<file path="config.mk">
export PLATFORM = sky130hd
export DESIGN_NAME = accalu
export DESIGN_NICKNAME = d
export VERILOG_FILES = /design/src/rtl/accalu_pkg.sv /design/src/rtl/accalu_addsub.sv /design/src/rtl/accalu_logic.sv /design/src/rtl/accalu_daa.sv /design/src/rtl/accalu.sv
export SDC_FILE = /design/constraint.sdc
export NUM_CORES = 1
export LEC_CHECK = 0
export BUFFER_PORTS_ARGS = -buffer_cell sky130_fd_sc_hd__buf_2
export CAP_MARGIN = 10
export CORE_UTILIZATION = 45
export DETAILED_ROUTE_END_ITERATION = 10
export PLACE_DENSITY = 0.73
export SETUP_SLACK_MARGIN = 0.4
export SKIP_LAST_GASP = 1
export SLEW_MARGIN = 20
export SYNTH_ARGS = -nofsm -noshare
export SYNTH_HDL_FRONTEND = slang
export SYNTH_SLANG_ARGS = --single-unit
export TNS_END_PERCENT = 50
</file>
<file path="constraint.sdc">
create_clock -name vclk -period 4.5
set_input_delay 0.225 -clock vclk [all_inputs]
set_output_delay 0.225 -clock vclk [all_outputs]
set_load 0.005 [all_outputs]
</file>
<file path="src/rtl/accalu_pkg.sv">
package accalu_pkg;
    localparam int DW = 8;
    localparam int NW = DW / 2;

    typedef enum logic [3:0] {
        OP_ADD = 4'd0,
        OP_ADC = 4'd1,
        OP_SUB = 4'd2,
        OP_SBC = 4'd3,
        OP_CMP = 4'd4,
        OP_AND = 4'd5,
        OP_OR  = 4'd6,
        OP_XOR = 4'd7,
        OP_NOT = 4'd8,
        OP_INC = 4'd9,
        OP_DEC = 4'd10,
        OP_STC = 4'd11,
        OP_CMC = 4'd12,
        OP_BCD = 4'd13
    } op_e;

    typedef struct packed {
        logic z;
        logic n;
        logic h;
        logic c;
    } flg_t;
endpackage

</file>
<file path="src/rtl/accalu_addsub.sv">
module accalu_addsub #(
    parameter int W = 8
) (
    input  logic [W-1:0] a,
    input  logic [W-1:0] b,
    input  logic         cin,
    input  logic         sub,
    output logic [W-1:0] res,
    output logic         cout,
    output logic         hout
);
    localparam int HW = W / 2;

    logic [W:0]  wide;
    logic [HW:0] nib;

    always_comb begin
        if (sub) begin
            wide = {1'b0, a} - {1'b0, b} - {{W{1'b0}}, cin};
            nib  = {1'b0, a[HW-1:0]} - {1'b0, b[HW-1:0]} - {{HW{1'b0}}, cin};
        end else begin
            wide = {1'b0, a} + {1'b0, b} + {{W{1'b0}}, cin};
            nib  = {1'b0, a[HW-1:0]} + {1'b0, b[HW-1:0]} + {{HW{1'b0}}, cin};
        end
        res  = wide[W-1:0];
        cout = wide[W];
        hout = nib[HW];
    end
endmodule

</file>
<file path="src/rtl/accalu_logic.sv">
module accalu_logic #(
    parameter int W = 8
) (
    input  logic [W-1:0] a,
    input  logic [W-1:0] b,
    input  logic [1:0]   fn,
    output logic [W-1:0] res
);
    always_comb begin
        unique case (fn)
            2'd0:    res = a & b;
            2'd1:    res = a | b;
            2'd2:    res = a ^ b;
            default: res = ~a;
        endcase
    end
endmodule

</file>
<file path="src/rtl/accalu_daa.sv">
module accalu_daa (
    input  logic [7:0] a,
    input  logic       n_in,
    input  logic       h_in,
    input  logic       c_in,
    output logic [7:0] res,
    output logic       c_out
);
    logic [7:0] adj;
    logic       hi_fix;

    always_comb begin
        adj    = 8'h00;
        hi_fix = 1'b0;
        if (n_in) begin
            if (h_in) adj = adj + 8'h06;
            if (c_in) adj = adj + 8'h60;
            res   = a - adj;
            c_out = c_in;
        end else begin
            if (h_in || (a[3:0] > 4'd9)) adj = adj + 8'h06;
            hi_fix = c_in || (a > 8'h99);
            if (hi_fix) adj = adj + 8'h60;
            res   = a + adj;
            c_out = hi_fix;
        end
    end
endmodule

</file>
<file path="src/rtl/accalu.sv">
module accalu
    import accalu_pkg::*;
(
    input  logic [3:0]    op_sel,
    input  logic [DW-1:0] acc_in,
    input  logic [DW-1:0] opnd_in,
    input  logic [3:0]    flags_in,
    output logic [DW-1:0] res_out,
    output logic [DW-1:0] flags_out,
    output logic          res_we
);
    flg_t          fi;
    flg_t          fo;
    logic [DW-1:0] as_res;
    logic          as_c;
    logic          as_h;
    logic          as_sub;
    logic          as_cin;
    logic [DW-1:0] st_res;
    logic          st_c;
    logic          st_h;
    logic [DW-1:0] lg_res;
    logic [1:0]    lg_fn;
    logic [DW-1:0] bcd_res;
    logic          bcd_c;
    op_e           op;

    assign fi     = flg_t'(flags_in);
    assign op     = op_e'(op_sel);
    assign as_sub = (op == OP_SUB) || (op == OP_SBC) || (op == OP_CMP);
    assign as_cin = ((op == OP_ADC) || (op == OP_SBC)) ? fi.c : 1'b0;
    assign lg_fn  = (op == OP_AND) ? 2'd0 :
                    (op == OP_OR)  ? 2'd1 :
                    (op == OP_XOR) ? 2'd2 : 2'd3;

    accalu_addsub #(.W(DW)) main_u (
        .a(acc_in), .b(opnd_in), .cin(as_cin), .sub(as_sub),
        .res(as_res), .cout(as_c), .hout(as_h)
    );

    accalu_addsub #(.W(DW)) step_u (
        .a(opnd_in), .b({DW{1'b0}}), .cin(1'b1), .sub(op == OP_DEC),
        .res(st_res), .cout(st_c), .hout(st_h)
    );

    accalu_logic #(.W(DW)) logic_u (
        .a(acc_in), .b(opnd_in), .fn(lg_fn), .res(lg_res)
    );

    accalu_daa bcd_u (
        .a(acc_in), .n_in(fi.n), .h_in(fi.h), .c_in(fi.c),
        .res(bcd_res), .c_out(bcd_c)
    );

    always_comb begin
        res_out = acc_in;
        fo      = fi;
        res_we  = 1'b0;
        unique case (op_sel)
            OP_ADD, OP_ADC: begin
                res_out = as_res;
                fo      = '{z: (as_res == '0), n: 1'b0, h: as_h, c: as_c};
                res_we  = 1'b1;
            end
            OP_SUB, OP_SBC: begin
                res_out = as_res;
                fo      = '{z: (as_res == '0), n: 1'b1, h: as_h, c: as_c};
                res_we  = 1'b1;
            end
            OP_CMP: begin
                fo      = '{z: (as_res == '0), n: 1'b1, h: as_h, c: as_c};
            end
            OP_AND, OP_OR, OP_XOR: begin
                res_out = lg_res;
                fo      = '{z: (lg_res == '0), n: 1'b0, h: (op == OP_AND), c: 1'b0};
                res_we  = 1'b1;
            end
            OP_NOT: begin
                res_out = lg_res;
                fo.n    = 1'b1;
                fo.h    = 1'b1;
                res_we  = 1'b1;
            end
            OP_INC, OP_DEC: begin
                res_out = st_res;
                fo      = '{z: (st_res == '0), n: (op == OP_DEC), h: st_h, c: fi.c};
                res_we  = 1'b1;
            end
            OP_STC, OP_CMC: begin
                fo      = '{z: fi.z, n: 1'b0, h: 1'b0,
                            c: (op == OP_STC) ? 1'b1 : ~fi.c};
            end
            OP_BCD: begin
                res_out = bcd_res;
                fo      = '{z: (bcd_res == '0), n: fi.n, h: 1'b0, c: bcd_c};
                res_we  = 1'b1;
            end
            default: begin
                res_out = acc_in;
                fo      = fi;
                res_we  = 1'b0;
            end
        endcase
    end

    assign flags_out = {fo, {NW{1'b0}}};

    logic unused_c;
    assign unused_c = st_c;
endmodule

</file>
# Word level (Yosys, flattened, before mapping)
# Index checks and enable logic that the tools add are counted.
# classes
n_addsub	16
order_cmp	2
n_eq_ne	15
muxes	25
bitwise	5
reduce_logical	20
# op_table
op	count
$mux W8	8
$logic_not A8 Y1	4
$pmux W8 S4	1
$eq A4 B4 Y1 const B	6
$pmux W8 S3	1
$add A8 B7 Y8 const B	2
$eq A4 B3 Y1 const B	4
$pmux W2 S7	1
$reduce_or A11 Y1	1
$mux W5	2
$add A8 B8 Y9	1
$add A9 B1 Y9	1
$mux W9	1
$sub A8 B8 Y9	1
$sub A9 B1 Y9	1
$add A8 B1 Y8 const B	1
$add A8 B8 Y8	1
$and A8 B8 Y8	1
$eq A4 B2 Y1 const B	2
$gt A8 B8 Y1 const B	1
$not A8 Y8	1
$or A8 B8 Y8	1
$pmux W1 S4	2
$reduce_or A4 Y1	2
other kinds (23)	36
# totals
reg_bits	0
inputBits	24
output_inout_bits	17
elab_cells	83

# Longest topological paths before layout
# Gate-level depths: netlist (run 1).
# logic_depth
ltp_word	11
depth_mapped	14
depth_no_buf	13

# Cells and area by module
# A second synthesis (run 1) with hierarchy kept.
# unflattened
hier_cells	490
area_unflattened_um2	3633.5
# by_module_without_submodules
module	n_inst	cells_each	area_per_inst_um2	seq_area_each_um2
accalu_addsub at main_u	1	124	957.2	0.0
accalu_addsub at step_u	1	124	927.1	0.0
accalu	1	138	855.8	0.0
accalu_logic	1	50	493.0	0.0
accalu_daa	1	54	400.4	0.0

# Least setup slack after synthesis (run 1)
# No wires, ideal clock.
# synth_path
path_type	input to output
from	input port op_sel[3]
to	output port flags_out[4]
arrival_time_ns	2.816
required_time_ns	4.275
path_slack_ns	1.459
cell_stages	12
n_path_buf	1
cell_sequence	clkbuf_1 > nor2_1 > nand3_1 > fa_1 > fa_1 > o21a_1 > o22ai_2 > nor2b_1 > o21a_1 > a2111o_1 > nand4b_1 > a22o_2
# synth_via
elab_chain_cells	6
elab_cells_between_ends	23
classes_between	add/sub (2); eq/ne (10); mux (4); reduce/logical (7)
# synth_rtl
element	line	rtl
from (decl)	accalu.sv:4	input logic [3:0] op_sel,
$eq A4 B1 Y1 or $eq A4 B2 Y1 (tied branches)	accalu.sv:31, accalu.sv:59, accalu.sv:30	
$logic_or A1 B1 Y1	accalu.sv:31	assign as_cin = ((op == OP_ADC) || (op == OP_SBC)) ? fi.c : 1'b0;
$mux W1	accalu.sv:31	
$add A9 B1 Y9 or $sub A9 B1 Y9 (tied branches)	accalu_addsub.sv:22, accalu_addsub.sv:19	
$mux W9	accalu_addsub.sv:18	if (sub) begin
$pmux W1 S4 *	accalu.sv:59	unique case (op_sel)
to (decl)	accalu.sv:9	output logic [DW-1:0] flags_out,
# Every way passes the cells marked *; elsewhere a longest branch is shown, timed or not.

# Worst setup path in the final report (run 1)
# layout_path
from	input port op_sel[2]
to	output port flags_out[7]
# layout_via
elab_chain_cells	8
elab_cells_between_ends	33
classes_between	add/sub (2); eq/ne (12); mux (8); reduce/logical (11)
# layout_rtl
element	line
branches (longest 7 deep; another with $add A9 B1 Y9)	n/a
$pmux W1 S4 *	accalu.sv:59
# Every way passes the cells marked *.

==> flow_summary_export.csv, run 1 <==
group,metric,value,unit
global_route,antenna_found_initial,0,
layout,area_delta_synth_final,6.86,%
detailed_routing,drt-initial-drc-count,477,
floorplanning,die_y,80.5,um
layout,n_sequential_cell,0,
sta,final-setup-viol-count,0,
sta,worstMarginPinSlew,676,ps
sta,relSlewSlack,54.6,%
global_route,grt_start_max_net_pins,43,
sta,min_period,3930,ps
power,max-vdd-ir-drop,0.0573,mV
clock_network,cts_hold_buf,0,
layout,num_antenna_cells,0,
synth,synth_seq_area_share,0,%
job,max_cap_viol_count,0,
worst_hold_path,whs_path_depth,4,
global_route,grt.overflow.total,0,
global_route,grtUsageTotal,26.8,%
synth,ys_types,68,
layout,clkbuf_count,0,
floorplanning,num_rows,28,
sta,rsz0062_at_grt,"no",
place,dp_hpwl,6.89,mm
synth,ys_warn_count,0,
sta,setup-tns-final,0,ps
layout,drive_gt1_share,12.9,%
detailed_routing,viasPerCell,6.26,
floorplanning,pin_count,41,
synth,synth.cell_area,2770,sq um
worst_hold_path,hold_start,"flags_in[3]",
detailed_routing,route.detailed.drc,0,
synth,synth_most_common_cell,"ha_1",
detailed_routing,vias,3098,
place,routabilityCongestion,1.01,
place,placed_cell_area,2960,sq um
global_route,grt_pass1_wl,13.7,mm
outcome,outcome,"finished clean",
place,io_buffers,37,
floorplanning,core-area,5920,sq um
global_route,grt_pass1_vias,2734,
sta,max_freq,254,MHz
sta,hold_violations,0,
layout,regArea,0,sq um
sta,period_share,87.4,%
sta,maxSlewViolCount,0,
power,p_leak,1.41,nW
worst_setup_path,cp.arrival,3710,ps
worst_setup_path,start_kind,"input port",
synth,postSynthAreaPerCell,6.98,sq um
worst_setup_path,cp-end-kind,"output port",
synth,yosysTopAreaCell,"ha_1",
clock_network,postCtsSetupBuffers,0,
detailed_routing,wl,8.61,mm
worst_setup_path,path_class,"in -> out",
detailed_routing,firstDrtPassIters,6,
detailed_routing,drtAntennaViolNets,0,
layout,final_cell_area,2960,sq um
synth,synth_common_cells,"ha_1 (46), nor2_1 (40), inv_1 (34), nand2_1 (33), o21ai_0 (28)",
synth,syn-instance-count,397,
synth,synth_area_leaders,"ha_1 (21%), nor2_1 (5.4%), o21ai_0 (5.1%)",
power,power,0.000407,W
floorplanning,dieArea,6480,sq um
clock_network,postCtsResizedCells,0,
floorplanning,initial_core_util,46.8,%
layout,nNetsFinal,497,
detailed_routing,wl_per_cell,17.4,um
synth,synth_top_area_share,20.8,%
floorplanning,die_x,80.5,um
worst_hold_path,min_path_type,"in -> out",
worst_setup_path,cp_max_fo,26,
worst_hold_path,whs_endpoint,"flags_out[7]",
power,power_density,137,nW/um^2
worst_setup_path,cp_data_required_time,4280,ps
-- worst max-delay path by stage --
stage	end	slack, ps	depth (start not counted)	start
detailed placement	flags_out[7]	700	13	op_sel[2]
global route	flags_out[7]	410	13	op_sel[2]
floorplan	flags_out[4]	1460	12	op_sel[3]
CTS	flags_out[7]	700	13	op_sel[2]
finish	flags_out[7]	570	13	op_sel[2]
global placement	flags_out[7]	680	13	op_sel[2]
-- layer usage --
metal,vias to the layer above,routed length [um],GRT usage (%)
met5,-,0,0
met4,0,220,6.43
met3,27,717,3.18
li1,1490,-,-
met1,1414,3710,36.5
met2,167,3960,44.2
-- cell families after synthesis --
| kind of cell | after synthesis | share of synthesized area, % |
|---|---|---|
| buffers and inverters | 55 | 9.16 |
| adders and majority gates | 51 | 24.4 |
| and+or+nand+nor | 121 | 21.7 |
| muxes | 13 | 4.74 |
| xor gates and xnor gates | 22 | 6.95 |
| AOI/OAI and AO/OA | 134 | 32.9 |
| other | 1 | 0.135 |
-- cell type report --
class / count / area, sq um
tap: 75 / 93.8
timing repair buffer: 40 / 208
multi-input combinational: 345 / 2530
fill: 634 / 2960
inverter: 35 / 131
-- stage by stage --
step,std cells,worst slack (ps),hold slack [ps],utilization [%]
2_1_floorplan,400,1460,569,-
3_3_place_gp,495,682,834,50.0
3_5_place_dp,495,704,826,50.0
4_1_cts,495,695,825,50.0
5_1_grt,495,415,882,50.0
6_report,495,567,835,50.0
-- layout by cell type, fill, tap and decap left out, types with 4 or more instances in the layout --
| cell | Yosys | layout |
|---|---|---|
| ha_1 | 46 | 46 |
| nor2_1 | 40 | 40 |
| buf_2 | 5 | 37 |
| inv_1 | 34 | 34 |
| nand2_1 | 33 | 33 |
| o21ai_0 | 28 | 28 |
| a21oi_1 | 26 | 26 |
| xnor2_1 | 13 | 13 |
| mux2i_1 | 12 | 12 |
| xor2_1 | 9 | 9 |
| o21a_1 | 8 | 8 |
| nand2b_1 | 8 | 8 |
| a31oi_1 | 8 | 8 |
| nand3_1 | 7 | 7 |
| o22ai_1 | 7 | 7 |
| o211ai_1 | 6 | 6 |
| a21o_1 | 6 | 6 |
| nor2b_1 | 5 | 5 |
| fa_1 | 5 | 5 |
| a211oi_1 | 4 | 4 |
| conb_1 | 1 | 4 |
-- critical path, stage by stage --
cell	delay (ps)
buf_2	250
nor2_1	540
nand3_1	240
fa_1	460
fa_1	450
o21a_1	240
nor2_1	180
xnor2_1	110
o32a_1	200
nor3_1	240
nand4_1	170
a31oi_1	220
buf_2	150
-- where the power goes --
part           total (W)  switching (W)  leakage (nW)  internal (W)
clock                  0              0             0             0
combinational   0.000407       0.000241          1.41      0.000166
sequential             0              0             0             0
total           0.000407       0.000241          1.41      0.000166
Power figures use the tool's default switching activity.
==> run 2, diff against run 1 <==
CORE_UTILIZATION = 60   (was 45)
PLACE_DENSITY = 0.87   (was 0.73)
==> run 2 against run 1 <==
Wire length down 0.35%. Maximum frequency up 2.0%. Via count up 2.3%. Total power up 0.58%. Utilization up 17 points. Setup slack better by 77 ps. Critical path type unchanged. Critical endpoint unchanged. Highest routed layer unchanged.
==> flow_summary_export.csv, run 2 (same netlist as run 1, synthesis figures left out) <==
group,metric,value,unit
sta,relSlewSlack,57.8,%
clock_network,postCtsSetupBuffers,0,
sta,max_freq,259,MHz
detailed_routing,firstDrtPassIters,6,
layout,most-common-layout-cells,"ha_1 (46), nor2_1 (40), buf_2 (37)",
sta,min_period,3860,ps
worst_hold_path,whs_path_depth,4,
place,routabilityCongestion,1.05,
layout,fillCellCount,389,
power,power_frac_seq,0,%
floorplanning,die_x,70.0,um
job,max_cap_viol_count,0,
layout,area_delta_synth_final,5.82,%
layout,drive_gt1_share,12.9,%
detailed_routing,drtAntennaViolNets,0,
sta,period_share,85.7,%
floorplanning,initial_core_util,63.2,%
sta,final-setup-viol-count,0,
detailed_routing,route.detailed.drc,0,
power,p_leak,1.41,nW
sta,holdWs,812,ps
global_route,grt_start_max_net_pins,43,
place,io_buffers,37,
power,power.switching,0.000243,W
detailed_routing,wl,8.58,mm
worst_hold_path,min_path_type,"in -> out",
sta,rsz0062_at_grt,"no",
place,dp_hpwl,6.86,mm
worst_setup_path,start_kind,"input port",
detailed_routing,vias,3170,
floorplanning,num_rows,24,
layout,clkbuf_count,0,
outcome,outcome,"finished clean",
power,switching_share,59.4,%
global_route,grt.overflow.total,0,
sta,hold_violations,0,
power,share_comb_of_total_power,100.0,%
layout,multi_input_area,2530,sq um
detailed_routing,wl_per_cell,18.2,um
layout,regArea,0,sq um
sta,setup-tns-final,0,ps
floorplanning,core-area,4380,sq um
detailed_routing,drt-initial-drc-count,450,
sta,maxSlewViolCount,0,
layout,final_common_cell,"ha_1",
power,power_density,140,nW/um^2
layout,num_antenna_cells,0,
floorplanning,pin_count,41,
layout,n_sequential_cell,0,
floorplanning,die_y,70.0,um
clock_network,cts_hold_buf,0,
worst_setup_path,path_class,"in -> out",
worst_setup_path,cp_data_required_time,4280,ps
power,max-vdd-ir-drop,0.0766,mV
power,p_clk_share,0,%
detailed_routing,viasPerCell,6.72,
sta,worstMarginPinSlew,631,ps
clock_network,postCtsResizedCells,0,
global_route,antenna_found_initial,0,
worst_setup_path,cp.arrival,3630,ps
global_route,grt_pass1_wl,14.1,mm
floorplanning,dieArea,4900,sq um
global_route,grtUsageTotal,35.1,%
worst_setup_path,cp-end-kind,"output port",
power,p_int,0.000166,W
worst_setup_path,cp_max_fo,23,
global_route,grt_pass1_vias,2898,
layout,nNetsFinal,497,
-- run 2: stage by stage --
stage / utilization (%) / cells / worst slack (ps) / instance area, sq um / power, W
2_1_floorplan: - / 400 / 1460 / 2780 / 0.000290
3_3_place_gp: 66.9 / 472 / 755 / 2930 / 0.000389
3_5_place_dp: 66.9 / 472 / 738 / 2930 / 0.000397
4_1_cts: 66.9 / 472 / 729 / 2930 / 0.000399
5_1_grt: 66.9 / 472 / 414 / 2930 / 0.000448
6_report: 66.9 / 472 / 645 / 2930 / 0.000409
-- run 2: area by class of cell --
type / count / share of cell area (%)
multi-input combinational: 345 / 86.2
tap: 52 / 2.22
inverter: 35 / 4.48
timing repair buffer: 40 / 7.08
-- run 2: path summary, 6_finish.rpt --
check | start | to | slack [ps]
worst max-delay path | op_sel[3] | flags_out[7] | 640
worst min-delay path | flags_in[3] | flags_out[7] | 810
-- run 2: metal layers --
metal / up-vias / share of wire (%) / global-route usage (%)
met1: 1439 / 40 / 47.4
met2: 210 / 46 / 57.9
met4: 0 / 3.8 / 11.3
li1: 1485 / - / -
met3: 36 / 11 / 4.04
met5: - / 0 / 0
-- run 2: power groups by stage --
stage	logic, W	clock network, W	registers [W]
2_1_floorplan	0.000290	0	0
6_report	0.000409	0	0
3_5_place_dp	0.000397	0	0
5_1_grt	0.000448	0	0
3_3_place_gp	0.000389	0	0
4_1_cts	0.000399	0	0
-- run 2: critical path, cell delays in order --
cell     delay (ps)
buf_2           240
nor2_1          560
nand3_1         230
fa_1            460
fa_1            440
o21a_1          240
nor2_1          180
xnor2_1         120
o32a_1          200
nor3_1          240
nand4_1         150
a31oi_1         180
buf_2           140
